`src/rtl/pit_chan_pkg.sv`:
```
package pit_chan_pkg;

    typedef enum logic [2:0] {
        M_TERM     = 3'd0,
        M_ONESHOT  = 3'd1,
        M_RATE     = 3'd2,
        M_SQUARE   = 3'd3,
        M_SWSTROBE = 3'd4,
        M_HWSTROBE = 3'd5
    } pit_mode_e;

    // codes 6 and 7 fold onto the rate and square-wave modes
    function automatic pit_mode_e fold_mode(input logic [2:0] raw);
        case (raw)
            3'd6:    return M_RATE;
            3'd7:    return M_SQUARE;
            default: return pit_mode_e'(raw);
        endcase
    endfunction

    // gate level pauses counting
    function automatic logic gate_pauses(input pit_mode_e m);
        return (m == M_TERM) || (m == M_SWSTROBE);
    endfunction

    // rising gate edge restarts the period
    function automatic logic gate_retriggers(input pit_mode_e m);
        return (m == M_ONESHOT) || (m == M_RATE) ||
               (m == M_SQUARE)  || (m == M_HWSTROBE);
    endfunction

    // visible count runs down and wraps
    function automatic logic count_wraps(input pit_mode_e m);
        return (m == M_TERM) || (m == M_ONESHOT) ||
               (m == M_SWSTROBE) || (m == M_HWSTROBE);
    endfunction

endpackage

```
`src/rtl/pit_gate_edge.sv`:
```
module pit_gate_edge (
    input  logic clk_i,
    input  logic rst_ni,
    input  logic gate_i,
    output logic rise_o
);
    logic gate_d, gate_q;

    always_comb begin
        gate_d = gate_i;
        rise_o = gate_i & ~gate_q;
    end

    always_ff @(posedge clk_i) begin
        if (!rst_ni) gate_q <= 1'b0;
        else         gate_q <= gate_d;
    end
endmodule

```
`src/rtl/pit_advance.sv`:
```
module pit_advance #(
    parameter int CW = 16,
    localparam int NW = CW + 1,
    localparam int EW = CW + 2
) (
    input  logic [NW-1:0] reload_i,
    input  logic [EW-1:0] el_i,
    input  logic [NW-1:0] ph_i,
    input  logic [NW-1:0] dbl_i,
    input  logic [CW-1:0] cnt_i,
    output logic [EW-1:0] el_o,
    output logic [NW-1:0] ph_o,
    output logic [NW-1:0] dbl_o,
    output logic [CW-1:0] cnt_o
);
    logic [NW-1:0] ph_inc;
    logic [EW-1:0] rl_ext, dbl_sum, dbl_once, dbl_twice;

    always_comb begin
        rl_ext = EW'(reload_i);
        // elapsed ticks saturate one past the period: enough to tell <, == and >
        el_o   = (el_i > rl_ext) ? el_i : el_i + EW'(1);
        ph_inc = ph_i + NW'(1);
        ph_o   = (ph_inc == reload_i) ? '0 : ph_inc;
        // 2d mod N; a period of 1 needs a second subtraction
        dbl_sum   = EW'(dbl_i) + EW'(2);
        dbl_once  = (dbl_sum  >= rl_ext) ? dbl_sum  - rl_ext : dbl_sum;
        dbl_twice = (dbl_once >= rl_ext) ? dbl_once - rl_ext : dbl_once;
        dbl_o     = NW'(dbl_twice);
        cnt_o     = cnt_i - CW'(1);
    end
endmodule

```
`src/rtl/pit_out_decode.sv`:
```
module pit_out_decode
    import pit_chan_pkg::*;
#(
    parameter int CW = 16,
    localparam int NW = CW + 1,
    localparam int EW = CW + 2
) (
    input  logic          armed_i,
    input  pit_mode_e     mode_i,
    input  logic [NW-1:0] reload_i,
    input  logic [EW-1:0] el_i,
    input  logic [NW-1:0] ph_i,
    input  logic [NW-1:0] dbl_i,
    input  logic [CW-1:0] cnt_i,
    input  logic          started_i,
    output logic          out_o,
    output logic [CW-1:0] count_o
);
    logic [EW-1:0] rl_ext, half;

    always_comb begin
        rl_ext  = EW'(reload_i);
        half    = (rl_ext + EW'(1)) >> 1;
        out_o   = 1'b0;
        count_o = '0;
        if (armed_i) begin
            case (mode_i)
                M_TERM:    out_o = (el_i >= rl_ext);
                M_ONESHOT: out_o = (el_i <  rl_ext);
                M_RATE:    out_o = started_i && (ph_i == '0);
                M_SQUARE:  out_o = (EW'(ph_i) < half);
                default:   out_o = (el_i == rl_ext);
            endcase
            case (mode_i)
                M_RATE:   count_o = CW'(reload_i - ph_i);
                M_SQUARE: count_o = CW'(reload_i - dbl_i);
                default:  count_o = cnt_i;
            endcase
        end
    end
endmodule

```
`src/rtl/pit_channel.sv`:
```
module pit_channel
    import pit_chan_pkg::*;
#(
    parameter int CW = 16
) (
    input  logic          clk_i,
    input  logic          rst_ni,
    input  logic          tick_i,
    input  logic          gate_i,
    input  logic          load_valid_i,
    input  logic [CW-1:0] load_count_i,
    input  logic [2:0]    load_mode_i,
    input  logic          load_bcd_i,
    output logic          out_o,
    output logic [CW-1:0] count_o,
    output logic [2:0]    mode_o,
    output logic          bcd_o
);
    localparam int NW = CW + 1;
    localparam int EW = CW + 2;

    typedef struct packed {
        logic          armed;
        pit_mode_e     mode;
        logic          bcd;
        logic [NW-1:0] reload;
        logic [EW-1:0] el;
        logic [NW-1:0] ph;
        logic [NW-1:0] dbl;
        logic [CW-1:0] cnt;
        logic          started;
    } chan_st_t;

    chan_st_t      st_d, st_q;
    logic          out_d, out_q;
    logic [CW-1:0] cval_d, cval_q;
    logic          rise_w, restart_w, adv_w;
    logic [EW-1:0] el_n;
    logic [NW-1:0] ph_n, dbl_n, load_n;
    logic [CW-1:0] cnt_n;

    pit_gate_edge u_gate (
        .clk_i  (clk_i),
        .rst_ni (rst_ni),
        .gate_i (gate_i),
        .rise_o (rise_w)
    );

    pit_advance #(.CW(CW)) u_adv (
        .reload_i (st_q.reload),
        .el_i     (st_q.el),
        .ph_i     (st_q.ph),
        .dbl_i    (st_q.dbl),
        .cnt_i    (st_q.cnt),
        .el_o     (el_n),
        .ph_o     (ph_n),
        .dbl_o    (dbl_n),
        .cnt_o    (cnt_n)
    );

    always_comb begin
        load_n    = (load_count_i == '0) ? {1'b1, {CW{1'b0}}} : {1'b0, load_count_i};
        st_d      = st_q;
        restart_w = 1'b0;
        adv_w     = 1'b0;
        if (load_valid_i) begin
            st_d.armed   = 1'b1;
            st_d.mode    = fold_mode(load_mode_i);
            st_d.bcd     = load_bcd_i;
            st_d.reload  = load_n;
            st_d.el      = '0;
            st_d.ph      = '0;
            st_d.dbl     = '0;
            st_d.cnt     = load_n[CW-1:0];
            st_d.started = 1'b0;
        end else if (st_q.armed) begin
            restart_w = rise_w && gate_retriggers(st_q.mode);
            adv_w     = !restart_w && tick_i &&
                        (!gate_pauses(st_q.mode) || gate_i);
            if (restart_w) begin
                st_d.el      = '0;
                st_d.ph      = '0;
                st_d.dbl     = '0;
                st_d.cnt     = st_q.reload[CW-1:0];
                st_d.started = 1'b0;
            end else if (adv_w) begin
                st_d.el      = el_n;
                st_d.ph      = ph_n;
                st_d.dbl     = dbl_n;
                st_d.cnt     = cnt_n;
                st_d.started = 1'b1;
            end
        end
    end

    // outputs are taken from the next state so a load switches them on one edge
    pit_out_decode #(.CW(CW)) u_dec (
        .armed_i   (st_d.armed),
        .mode_i    (st_d.mode),
        .reload_i  (st_d.reload),
        .el_i      (st_d.el),
        .ph_i      (st_d.ph),
        .dbl_i     (st_d.dbl),
        .cnt_i     (st_d.cnt),
        .started_i (st_d.started),
        .out_o     (out_d),
        .count_o   (cval_d)
    );

    always_ff @(posedge clk_i) begin
        if (!rst_ni) begin
            st_q   <= '0;
            out_q  <= 1'b0;
            cval_q <= '0;
        end else begin
            st_q   <= st_d;
            out_q  <= out_d;
            cval_q <= cval_d;
        end
    end

    assign out_o   = out_q;
    assign count_o = cval_q;
    assign mode_o  = st_q.mode;
    assign bcd_o   = st_q.bcd;


    load_restart_chk: assert property (@(posedge clk_i) disable iff (!rst_ni)
        load_valid_i |=> (count_o == $past(load_count_i)));


    rate_quiet_chk: assert property (@(posedge clk_i) disable iff (!rst_ni)
        (load_valid_i && fold_mode(load_mode_i) == M_RATE) |=> !out_o);


    alias_chk: assert property (@(posedge clk_i) disable iff (!rst_ni)
        (load_valid_i && load_mode_i == 3'd6) |=> (mode_o == 3'd2));


    term_hold_chk: assert property (@(posedge clk_i) disable iff (!rst_ni)
        (mode_o == 3'd0 && out_o && !load_valid_i) |=> out_o);


    strobe_width_chk: assert property (@(posedge clk_i) disable iff (!rst_ni)
        ((mode_o == 3'd4 || mode_o == 3'd5) && out_o && tick_i && !load_valid_i &&
         ((mode_o == 3'd5) ? !rise_w : gate_i)) |=> !out_o);


    wrap_chk: assert property (@(posedge clk_i) disable iff (!rst_ni)
        (adv_w && count_wraps(st_q.mode) && count_o == '0) |=> (count_o == '1));
endmodule

```
`config.mk`:
```
export PLATFORM = sky130hd
export DESIGN_NAME = pit_channel
export DESIGN_NICKNAME = d
export VERILOG_FILES = /design/src/rtl/pit_chan_pkg.sv /design/src/rtl/pit_gate_edge.sv /design/src/rtl/pit_advance.sv /design/src/rtl/pit_out_decode.sv /design/src/rtl/pit_channel.sv
export SDC_FILE = /design/constraint.sdc
export NUM_CORES = 1
export LEC_CHECK = 0
export ABC_AREA = 1
export BUFFER_PORTS_ARGS = -buffer_cell sky130_fd_sc_hd__buf_2
export CAP_MARGIN = 20
export CORE_MARGIN = 2
export CORE_UTILIZATION = 44
export DETAILED_ROUTE_END_ITERATION = 16
export GPL_TIMING_DRIVEN = 1
export SLEW_MARGIN = 20
export SYNTH_ARGS = -nofsm -noshare
export SYNTH_HDL_FRONTEND = slang
export SYNTH_HIERARCHICAL = 1
export SYNTH_SLANG_ARGS = --single-unit
```
`constraint.sdc`:
```
create_clock -name clk_i -period 17 [get_ports clk_i]
set_input_delay 0.85 -clock clk_i [delete_from_list [all_inputs] [get_ports clk_i]]
set_output_delay 0.85 -clock clk_i [all_outputs]
set_load 0.005 [all_outputs]
```
==> results_dict.tcl <==
set metrics [dict create \
    slowest_delay_ps 440 \
    postLayoutCellArea_um2 13120 \
    syn_area_um2 12410 \
    worst-path-max-fanout 19 \
    fin_worst_skew_ps 11.60 \
    via_count 13150 \
    slew_viol_final 0 \
    crit_required_ps 17260 \
    switching_power_uw 462.3 \
    dp_hpwl_um 34270 \
    synthCells 2139 \
    combPwrFrac 0.509 \
    clockRootBuffer "clkbuf_16" \
    grt_start_max_net_pins 60 \
    clock_power_share 0.214 \
    fp.dieArea_um2 29570 \
    start_util 0.4469 \
    h-tree-depth 3 \
    rsz0062_at_grt "false" \
    cp.arrival_ps 7650 \
    drt-total-wl_um 42090 \
    diodes 0 \
    num_io_pins 46 \
    syn_nets 2271 \
    status "complete, no violations" \
    drtIter0Drc 1063 \
    fillers 3092 \
    avgSynthCellArea_um2 5.804 \
    seq_power_share 0.276 \
    post_cts_resized 0 \
    chipHeight_um 172.0 \
    layout.area.seq_um2 2182 \
    fin_crit_sh 0.4348 \
    reg2reg_depth 45 \
    postRouteAntennaNets 0 \
    worst_pin_slew_ps 1054 \
    grt_usage 0.2899 \
    cp_common_cell "nand2_1" \
    die_w_um 172.0 \
    viasPerCell 5.206 \
    clk_path_buf_depth 2 \
    powerDensity_nw_per_um2 77.65 \
    yosys_warnings 6 \
    post_dp_cell_area_um2 12830 \
    drv_cap 0 \
    area_delta_synth_final_pct 5.674 \
    drcViolationCount 0 \
    fin_setup_tns_ps 0 \
    post-cts-setup-buffer-count 0 \
    place_congestion 0.9554 \
    min_path_cells 2 \
    crit_slowest_cell "dfxtp_1" \
    cts_tree "yes" \
    switching_share 0.4538 \
    critPathCaptureType "flip-flop" \
    first_global_vias 12130 \
    layout_min_cycle_time_ps 7391 \
    cts.sink_count 109 \
    core-area_um2 27780 \
    ir_drop_mv 0.05179 \
    cts-hold-fix-buffers 0 \
    slew-limit-headroom 0.2949 \
    worst-setup-path-type "flip-flop to flip-flop" \
    ff2ff_setup_slack_ps 9610 \
    hold_violations 0 \
    grt_pass1_wl_um 66200 \
    finalSetupViolations 0 \
    numCtsBuffers 9 \
    wire_per_inst_um 16.67 \
    drtPass1Iterations 6 \
    cp-start-kind "flip-flop" \
    p_leak_uw 0.007378 \
    io_buffers 45 \
    max_freq_ghz 0.1353 \
    overflow 0 \
    power.internal_uw 556.5 \
    layout-drive-gt1-share 0.06521 \
    multi_input_comb_area_um2 8700 \
    nNetsFinal 2276 \
    grt_antenna_before_repair 0 \
    path_clk_slew_ps 70 \
    fin_util 0.4722 \
    hold_path.class "flip-flop to flip-flop" \
    clock_latency_ps 370 \
    row_count 61 \
]
## per-stage QoR
stage               power (µW)  hold slack, ps  setup WS (ps)  instances
finish                    1019           512.4           9609       2525
detailed placement       794.5           504.6           9750       2511
CTS                       1016           521.5           9708       2525
global route              1097           551.2           8794       2525
global placement         796.4           492.5           9789       2511
floorplan                678.2           475.9          10650       2139
## power groups by stage
stage	logic [µW]	clock network, µW	registers (µW)
after floorplan	395	0	283
after detailed placement	507	0	287
final	519	218	282
after global placement	509	0	287
after CTS	511	224	281
after global routing	584	230	283
## flip-flops by register name (all words and copies together), names as in the netlist
name,cells
u_gate/gate_q,1
mode_o,3
st_q,87
bcd_o,1
out_o,1
count_o,16
## routing by layer
layer,GRT usage,vias up,part of all wire
met5,0,-,0
met4,0.09390,0,0.029
met3,0.02632,72,0.043
met2,0.5081,320,0.48
met1,0.3748,6006,0.45
li1,-,6747,-
## cell type report
cell class | count | area share
multi-input cells | 1651 | 0.6631
repair buffers | 50 | 0.02003
clock inverters | 3 | 0.003529
clock buffers | 11 | 0.01850
inverters | 323 | 0.09242
well taps | 378 | 0.03605
flip-flops and latches | 109 | 0.1663
## final timing paths
kind / startpoint / end
worst min register to register: st_q[0] / st_q[0]
worst min-delay path: st_q[0] / st_q[0]
worst max-delay path: st_q[18] / count_o[7]
worst max register to register: st_q[18] / count_o[7]
## critical path: cells and delay by family, from the launching register on
family	cells	cell delay (ps)
adders and majority gates	5	1650
and+or+nand+nor	24	3010
AOI/OAI and AO/OA	9	1550
xor gates and xnor gates	2	300
DFF	1	440
buffers and inverters	5	330
## layout by cell type (no fill, tap or decap), drive strengths merged, types with 3 or more instances in the layout
master,instances
o21ai,131
o21bai,13
and2,4
ha,104
a21o,7
nand4,32
a21boi,16
buf,50
dfxtp,109
xnor2,24
a21oi,100
nor3,24
fa,3
inv,322
nand3,134
nor2,368
xor2,57
nor4,5
clkbuf,11
nand2,607
nand3b,10
No activity file was read; power rests on OpenSTA's default activity.
